<file path="config.mk">
export PLATFORM = sky130hd
export DESIGN_NAME = fps_top
export DESIGN_NICKNAME = d
export VERILOG_FILES = /design/src/rtl/fps_pkg.sv /design/src/rtl/fps_step_gen.sv /design/src/rtl/fps_addr_ctr.sv /design/src/rtl/fps_poll_eval.sv /design/src/rtl/fps_top.sv
export SDC_FILE = /design/constraint.sdc
export NUM_CORES = 1
export LEC_CHECK = 0
export CAP_MARGIN = 20
export CORE_MARGIN = 8
export CORE_UTILIZATION = 50
export CTS_BUF_LIST = sky130_fd_sc_hd__clkbuf_2 sky130_fd_sc_hd__clkbuf_4 sky130_fd_sc_hd__clkbuf_8
export DETAILED_ROUTE_END_ITERATION = 10
export GPL_TIMING_DRIVEN = 0
export PLACE_DENSITY = 0.85
export SYNTH_ARGS = -nofsm -noshare
export SYNTH_HDL_FRONTEND = slang
export SYNTH_SLANG_ARGS = --single-unit
</file>
<file path="constraint.sdc">
create_clock -name clk -period 3.83 [get_ports clk]
set_input_delay 0.9575 -clock clk [delete_from_list [all_inputs] [get_ports clk]]
set_output_delay 0.9575 -clock clk [all_outputs]
set_load 0.005 [all_outputs]
</file>
<file path="src/rtl/fps_pkg.sv">
// Shared types and command bytes for the flash programming sequencer.
// Assumes a byte-wide flash whose command set uses the unlock pair and
// the program / bypass command values listed below.
package fps_pkg;

    typedef enum logic [3:0] {
        S_IDLE, S_ENTER, S_FETCH, S_PRECHK, S_CMD,
        S_POLL, S_POLL2, S_VERIFY, S_WRAP, S_EXIT, S_FINISH
    } fps_state_e;

    typedef enum logic [1:0] {
        SEQ_ENTER, SEQ_STD, SEQ_BYP, SEQ_EXIT
    } fps_seq_e;

    typedef enum logic [1:0] {
        PR_BUSY, PR_DONE, PR_FAULT
    } fps_poll_e;

    localparam logic [7:0] CMD_KEY1     = 8'hAA;
    localparam logic [7:0] CMD_KEY2     = 8'h55;
    localparam logic [7:0] CMD_PROGRAM  = 8'hA0;
    localparam logic [7:0] CMD_BYP_IN   = 8'h20;
    localparam logic [7:0] CMD_BYP_OUT1 = 8'h90;
    localparam logic [7:0] CMD_BYP_OUT2 = 8'h00;

endpackage

</file>
<file path="src/rtl/fps_step_gen.sv">
// Command write generator: maps a sequence kind and step index to the
// address/data of one flash write, and flags the last step of the kind.
// Assumes the controller walks steps from 0 upward one per clock.
module fps_step_gen
    import fps_pkg::*;
#(
    parameter int unsigned         ADDR_W  = 17,
    parameter logic [ADDR_W-1:0]   UNLK_A1 = ADDR_W'('h555),
    parameter logic [ADDR_W-1:0]   UNLK_A2 = ADDR_W'('h2AA)
) (
    input  fps_seq_e            seq,
    input  logic [1:0]          step,
    input  logic [ADDR_W-1:0]   tgt_addr,
    input  logic [7:0]          tgt_data,
    output logic [ADDR_W-1:0]   wr_addr,
    output logic [7:0]          wr_data,
    output logic                seq_last
);

    // Select the write for the current step of the current sequence.
    always_comb begin
        wr_addr  = UNLK_A1;
        wr_data  = CMD_KEY1;
        seq_last = 1'b0;
        unique case (seq)
            SEQ_ENTER: begin
                unique case (step)
                    2'd0:    wr_data = CMD_KEY1;
                    2'd1:    begin wr_addr = UNLK_A2; wr_data = CMD_KEY2; end
                    default: begin wr_data = CMD_BYP_IN; seq_last = 1'b1; end
                endcase
            end
            SEQ_STD: begin
                unique case (step)
                    2'd0:    wr_data = CMD_KEY1;
                    2'd1:    begin wr_addr = UNLK_A2; wr_data = CMD_KEY2; end
                    2'd2:    wr_data = CMD_PROGRAM;
                    default: begin
                        wr_addr  = tgt_addr;
                        wr_data  = tgt_data;
                        seq_last = 1'b1;
                    end
                endcase
            end
            SEQ_BYP: begin
                if (step == 2'd0) begin
                    wr_data = CMD_PROGRAM;
                end else begin
                    wr_addr  = tgt_addr;
                    wr_data  = tgt_data;
                    seq_last = 1'b1;
                end
            end
            default: begin
                if (step == 2'd0) begin
                    wr_data = CMD_BYP_OUT1;
                end else begin
                    wr_data  = CMD_BYP_OUT2;
                    seq_last = 1'b1;
                end
            end
        endcase
    end

endmodule

</file>
<file path="src/rtl/fps_addr_ctr.sv">
// Address and remaining-count register pair for the block being written.
// Assumes load and advance are never requested in the same cycle.
module fps_addr_ctr #(
    parameter int unsigned ADDR_W = 17,
    parameter int unsigned CNT_W  = ADDR_W + 1
) (
    input  logic                clk,
    input  logic                rst_n,
    input  logic                load,
    input  logic [ADDR_W-1:0]   ld_addr,
    input  logic [CNT_W-1:0]    ld_cnt,
    input  logic                adv,
    output logic [ADDR_W-1:0]   cur_addr,
    output logic                is_last
);

    logic [CNT_W-1:0] remain;

    // Hold the current target and count down the bytes still to write.
    always_ff @(posedge clk) begin
        if (!rst_n) begin
            cur_addr <= '0;
            remain   <= '0;
        end else if (load) begin
            cur_addr <= ld_addr;
            remain   <= ld_cnt;
        end else if (adv) begin
            cur_addr <= cur_addr + 1'b1;
            remain   <= remain - 1'b1;
        end
    end

    // The byte in hand is the final one when a single byte remains.
    always_comb is_last = (remain == CNT_W'(1));

endmodule

</file>
<file path="src/rtl/fps_poll_eval.sv">
// Classifies one status read taken during an embedded program.
// Assumes bit 7 carries the complement of the written bit 7 while busy
// and bit 5 reports an exceeded internal time limit.
module fps_poll_eval
    import fps_pkg::*;
(
    input  logic       st_b7,
    input  logic       st_b5,
    input  logic       exp_b7,
    output fps_poll_e  result
);

    // Completion wins over the fault bit; the fault bit alone asks for a re-read.
    always_comb begin
        if (st_b7 == exp_b7)
            result = PR_DONE;
        else if (st_b5)
            result = PR_FAULT;
        else
            result = PR_BUSY;
    end

endmodule

</file>
<file path="src/rtl/fps_top.sv">
// Flash block programming sequencer. Fetches bytes over a valid/ready
// handshake, pre-checks, programs, data-polls and verifies each one, with
// an optional unlock bypass wrap. Assumes one flash bus cycle per clock
// and read data valid at the edge that ends the read cycle.
module fps_top
    import fps_pkg::*;
#(
    parameter int unsigned         ADDR_W   = 17,
    parameter int unsigned         CNT_W    = ADDR_W + 1,
    parameter int unsigned         POLL_MAX = 4096,
    parameter logic [ADDR_W-1:0]   UNLK_A1  = ADDR_W'('h555),
    parameter logic [ADDR_W-1:0]   UNLK_A2  = ADDR_W'('h2AA)
) (
    input  logic                clk,
    input  logic                rst_n,
    input  logic                start,
    input  logic                bypass_en,
    input  logic [ADDR_W-1:0]   start_addr,
    input  logic [CNT_W-1:0]    byte_count,
    input  logic                in_valid,
    output logic                in_ready,
    input  logic [7:0]          in_data,
    output logic [ADDR_W-1:0]   fl_addr,
    output logic [7:0]          fl_wdata,
    output logic                fl_we,
    output logic                fl_re,
    input  logic [7:0]          fl_rdata,
    output logic                busy,
    output logic                done,
    output logic                fail,
    output logic [ADDR_W-1:0]   fail_addr
);

    localparam int unsigned PCW = $clog2(POLL_MAX + 1);
    localparam logic [PCW-1:0] POLL_LAST = PCW'(POLL_MAX - 1);

    fps_state_e           st;
    logic [1:0]           step;
    logic                 byp_act;
    logic [7:0]           data_q;
    logic [PCW-1:0]       poll_cnt;
    logic                 fail_q;
    logic [ADDR_W-1:0]    fail_addr_q;

    logic                 ctr_load, ctr_adv, is_last;
    logic [ADDR_W-1:0]    cur_addr;
    fps_seq_e             seq;
    logic [ADDR_W-1:0]    wr_addr;
    logic [7:0]           wr_data;
    logic                 seq_last;
    fps_poll_e            pres;
    logic                 set_bits, vfy_ok;

    fps_addr_ctr #(.ADDR_W(ADDR_W), .CNT_W(CNT_W)) u_ctr (
        .clk      (clk),
        .rst_n    (rst_n),
        .load     (ctr_load),
        .ld_addr  (start_addr),
        .ld_cnt   (byte_count),
        .adv      (ctr_adv),
        .cur_addr (cur_addr),
        .is_last  (is_last)
    );

    fps_step_gen #(.ADDR_W(ADDR_W), .UNLK_A1(UNLK_A1), .UNLK_A2(UNLK_A2)) u_gen (
        .seq      (seq),
        .step     (step),
        .tgt_addr (cur_addr),
        .tgt_data (data_q),
        .wr_addr  (wr_addr),
        .wr_data  (wr_data),
        .seq_last (seq_last)
    );

    fps_poll_eval u_poll (
        .st_b7  (fl_rdata[7]),
        .st_b5  (fl_rdata[5]),
        .exp_b7 (data_q[7]),
        .result (pres)
    );

    // Pick the command sequence that the current state walks through.
    always_comb begin
        unique case (st)
            S_ENTER: seq = SEQ_ENTER;
            S_EXIT:  seq = SEQ_EXIT;
            default: seq = byp_act ? SEQ_BYP : SEQ_STD;
        endcase
    end

    // Decode read results and counter controls.
    always_comb begin
        set_bits = |(~fl_rdata & data_q);
        vfy_ok   = (fl_rdata == data_q);
        ctr_load = (st == S_IDLE) && start;
        ctr_adv  = (st == S_VERIFY) && vfy_ok && !is_last;
    end

    // Drive the flash bus and the host-side outputs from the state.
    always_comb begin
        fl_we     = (st == S_ENTER) || (st == S_CMD) || (st == S_EXIT);
        fl_re     = (st == S_PRECHK) || (st == S_POLL) ||
                    (st == S_POLL2) || (st == S_VERIFY);
        fl_addr   = fl_we ? wr_addr : cur_addr;
        fl_wdata  = fl_we ? wr_data : 8'h00;
        in_ready  = (st == S_FETCH);
        busy      = (st != S_IDLE);
        done      = (st == S_FINISH);
        fail      = fail_q;
        fail_addr = fail_addr_q;
    end

    // Main sequencer: one flash bus cycle per state visit.
    always_ff @(posedge clk) begin
        if (!rst_n) begin
            st          <= S_IDLE;
            step        <= 2'd0;
            byp_act     <= 1'b0;
            data_q      <= 8'h00;
            poll_cnt    <= '0;
            fail_q      <= 1'b0;
            fail_addr_q <= '0;
        end else begin
            unique case (st)
                S_IDLE: begin
                    if (start) begin
                        fail_q <= 1'b0;
                        step   <= 2'd0;
                        if (byte_count == '0)
                            st <= S_FINISH;
                        else if (bypass_en)
                            st <= S_ENTER;
                        else
                            st <= S_FETCH;
                    end
                end
                S_ENTER: begin
                    if (seq_last) begin
                        byp_act <= 1'b1;
                        step    <= 2'd0;
                        st      <= S_FETCH;
                    end else begin
                        step <= step + 2'd1;
                    end
                end
                S_FETCH: begin
                    if (in_valid) begin
                        data_q <= in_data;
                        st     <= S_PRECHK;
                    end
                end
                S_PRECHK: begin
                    if (set_bits) begin
                        fail_q      <= 1'b1;
                        fail_addr_q <= cur_addr;
                        st          <= S_WRAP;
                    end else begin
                        step <= 2'd0;
                        st   <= S_CMD;
                    end
                end
                S_CMD: begin
                    if (seq_last) begin
                        step     <= 2'd0;
                        poll_cnt <= '0;
                        st       <= S_POLL;
                    end else begin
                        step <= step + 2'd1;
                    end
                end
                S_POLL: begin
                    unique case (pres)
                        PR_DONE:  st <= S_VERIFY;
                        PR_FAULT: st <= S_POLL2;
                        default: begin
                            if (poll_cnt == POLL_LAST) begin
                                fail_q      <= 1'b1;
                                fail_addr_q <= cur_addr;
                                st          <= S_WRAP;
                            end else begin
                                poll_cnt <= poll_cnt + 1'b1;
                            end
                        end
                    endcase
                end
                S_POLL2: begin
                    if (pres == PR_DONE) begin
                        st <= S_VERIFY;
                    end else begin
                        fail_q      <= 1'b1;
                        fail_addr_q <= cur_addr;
                        st          <= S_WRAP;
                    end
                end
                S_VERIFY: begin
                    if (!vfy_ok) begin
                        fail_q      <= 1'b1;
                        fail_addr_q <= cur_addr;
                        st          <= S_WRAP;
                    end else if (is_last) begin
                        st <= S_WRAP;
                    end else begin
                        st <= S_FETCH;
                    end
                end
                S_WRAP: begin
                    step <= 2'd0;
                    st   <= byp_act ? S_EXIT : S_FINISH;
                end
                S_EXIT: begin
                    if (seq_last) begin
                        byp_act <= 1'b0;
                        st      <= S_FINISH;
                    end else begin
                        step <= step + 2'd1;
                    end
                end
                default: st <= S_IDLE;
            endcase
        end
    end

endmodule

</file>
==> run metrics <==
Detail Route Antenna Nets=0; status=completed; class of the worst hold path=flip-flop to flip-flop; Die Ht=approximately 120 um; Synth Cell Area=approximately 5200 um2; most common cell after layout, fill and taps aside=clkdlybuf4s50_1; CP Class=flip-flop to output port; pin count of the biggest net entering global routing=13; Critical Path Slowest Stage Cell=clkdlybuf4s50_1; cells along the critical path=clkbuf_2, buf_2, xor2_1, nand2_2, or2_2, a21oi_1, clkdlybuf4s50_1; Slew Viols, Final=0; Syn. warnings=0; sequential power share=between 30% and 40%; power per standard cell area=roughly 560 nW/um2; die width=118 um; syn_area_per_cell=~7.8 um2; final worst path period need=between 3 and 4 ns; LEAKAGE=~2.4 nW; ratio of cells with drive above 1 in the final layout=8.59%; max_slew headroom=46.0%; crit-path max FO=10; sw frac=between 40% and 50%; Max Cap Viol=0; Post-synth EDFFs=0; syn nets=between 700 and 800; RSZ-0062 raised after global routing=false; initial antenna violation count=0; drt wl/cell=19.3 um; Clock Sinks=81; RePlAce Congestion=0.979; final instance area=just under 7000 um2; Antenna Diode Count=0; Initial DRC Count=592; WP buf/inv=3; Yosys cell types=roughly 70; vias in the first global route=about 5.6k; total core area=a little over 10,000 um2; worst stage delay on the critical path=~0.53 ns; peak supply drop=around 0.34 mV; PortBufs=about 100; CP arrival=approximately 2.8 ns; num ports=approximately 100; Fill cells=slightly below 900; DR vias/cell=6.28; TritonCTS buffer count=9; Worst setup EP type=output port; clk slew on worst S/H paths=about 0.09 ns; Die ar.=13,900 um2; Post-Syn Instances=between 600 and 700; final net count=roughly 860; via count=5,824; TritonCTS clock tree=yes; dpl hpwl=roughly 13 mm; worst path required time=approximately 2.9 ns; Final setup viols=0; Layout Utilization=66.0%; Area growth syn-to-layout=29.6%; Pwr Total=about 3.7 mW; worst-margin pin slew=between 0.8 and 0.9 ns; period utilization=97.8%; GRT overflow=0; DP Area=about 6400 um2; area of the multi-input gates=approximately 3300 um2; register area share after synthesis=approximately 31%; internal power=about 2.2 mW; Bufs on Longest Clock Path=2; DRC errors left=0; Most used DFF post-synth=dfxtp_1; Worst setup SP type=flip-flop; CTS H-tree lvls=3; Clock Latency Late Sink=approximately 0.37 ns; # hold bufs at CTS=0; Switch Pwr=~1.5 mW; combinational power share=just under 50%; synthesized flop and latch total=81; Clock Skews=around 0.018 ns; most frequent cells in the layout=clkdlybuf4s50_1 (100), nand2_1 (89), dfxtp_1 (81); Top delay family on crit path=buffers and inverters; WL final=17.9 mm; first-pass GRT wire length=28.2 mm; sequential cell area=about 1600 um2; final hold viol count=0; All-Layer GR Usage=between 20% and 30%; part of the power in the clock network=between 10% and 20%; drt pass-1 iters=5; fmax=roughly 0.27 GHz; Synth async-reset ratio=0%; Starting Density=between 50% and 60%; Root Driver=clkbuf_8; FP Rows=37
[area by class of cell]
| cell class | instances | share of cell area [%] |
|---|---|---|
| flip-flops and latches | 81 | 24.1 |
| clock buffers | 11 | 2.25 |
| plain buffers | 40 | 3.31 |
| well taps | 136 | 2.53 |
| inverters | 28 | 1.56 |
| repair buffers | 109 | 16.1 |
| multi-input cells | 520 | 49.1 |
| clock inverters | 3 | 0.967 |
[worst reg2reg max path, stage by stage (launching register included)]
cell	delay, ns
dfxtp_1	0.35
ha_1	0.29
clkbuf_1	0.32
nand4_1	0.28
nor3_4	0.28
buf_12	0.16
o21ai_4	0.12
or4_2	0.63
a32o_1	0.26
[registers in the layout, indices dropped and copies added, names as in the netlist]
name	cells
u_ctr.remain	18
fail_addr	17
u_ctr.cur_addr	17
poll_cnt	13
data_q	8
st	4
step	2
byp_act	1
fail	1
[per-stage QoR]
stage | instances | setup WS, ns | setup TNS [ns] | hold WS (ns)
floorplan | 669 | 0.705 | 0 | 0.448
global placement | 908 | -0.537 | -1.78 | 0.448
detailed placement | 908 | -0.608 | -2.12 | 0.451
CTS | 924 | -0.00921 | -0.00921 | 0.465
global route | 928 | 0.00174 | 0 | 0.475
finish | 928 | 0.0846 | 0 | 0.463
[synth_stat cells (5+ instances only)]
library cell,number,area (um2)
nand2_1,90,338
dfxtp_1,81,1620
nor2_1,48,180
o21ai_0,44,220
nor3_1,34,170
a21oi_1,32,160
mux2i_1,28,280
inv_1,27,101
clkbuf_1,25,93.8
a31oi_1,23,144
nand3_1,21,105
ha_1,18,225
nor4_1,17,106
xnor2_1,14,123
nand4_1,13,81.3
and2_1,11,68.8
and3_1,8,50.1
nor2b_1,7,43.8
or3_1,7,43.8
buf_2,6,30.0
o22a_1,6,52.6
a22oi_1,5,37.5
o211ai_1,5,37.5
o31ai_1,5,37.5
xor2_1,5,43.8
[per-layer routing]
layer,GRT usage [%],part of all wire [%],wire (um),vias up
met5,0,0,0,-
met4,9.93,2.5,451,0
met3,3.88,9.3,1670,42
met2,41.6,48,8580,342
met1,30.0,40,7230,2751
li1,-,-,-,2689
[cell families after synthesis]
group                    share of synthesized area, %
adder cells (fa/ha/maj)                          4.34
AND/OR/NAND/NOR                                  29.5
multiplexers                                     5.62
flip-flops                                       31.2
AO/OA/AOI/OAI                                    20.0
XOR/XNOR                                         3.21
buffers and inverters                            6.15
[final timing paths]
check,from,to,slack [ns],cells after the start
max reg2reg,data_q[7],u_ctr.remain[14],1.04,8
min,fail_addr[10],fail_addr[10],0.46,2
max,st[0],fl_addr[3],0.08,7
min reg2reg,fail_addr[10],fail_addr[10],0.46,2
[power groups by stage]
stage / logic, mW / registers (mW) / clock network, mW
6_report: 1.84 / 1.17 / 0.720
3_5_place_dp: 1.74 / 1.17 / 0
3_3_place_gp: 1.70 / 1.16 / 0
2_1_floorplan: 1.09 / 1.12 / 0
4_1_cts: 1.78 / 1.16 / 0.721
5_1_grt: 1.99 / 1.18 / 0.744
[timing repair]
action / in CTS / in global routing
setup endpoints to repair: 13 / 13
pin swaps: 2 / 2
buffers inserted: 2 / 4
resized for setup: 11 / 11
No activity file was read; power rests on OpenSTA's default activity.
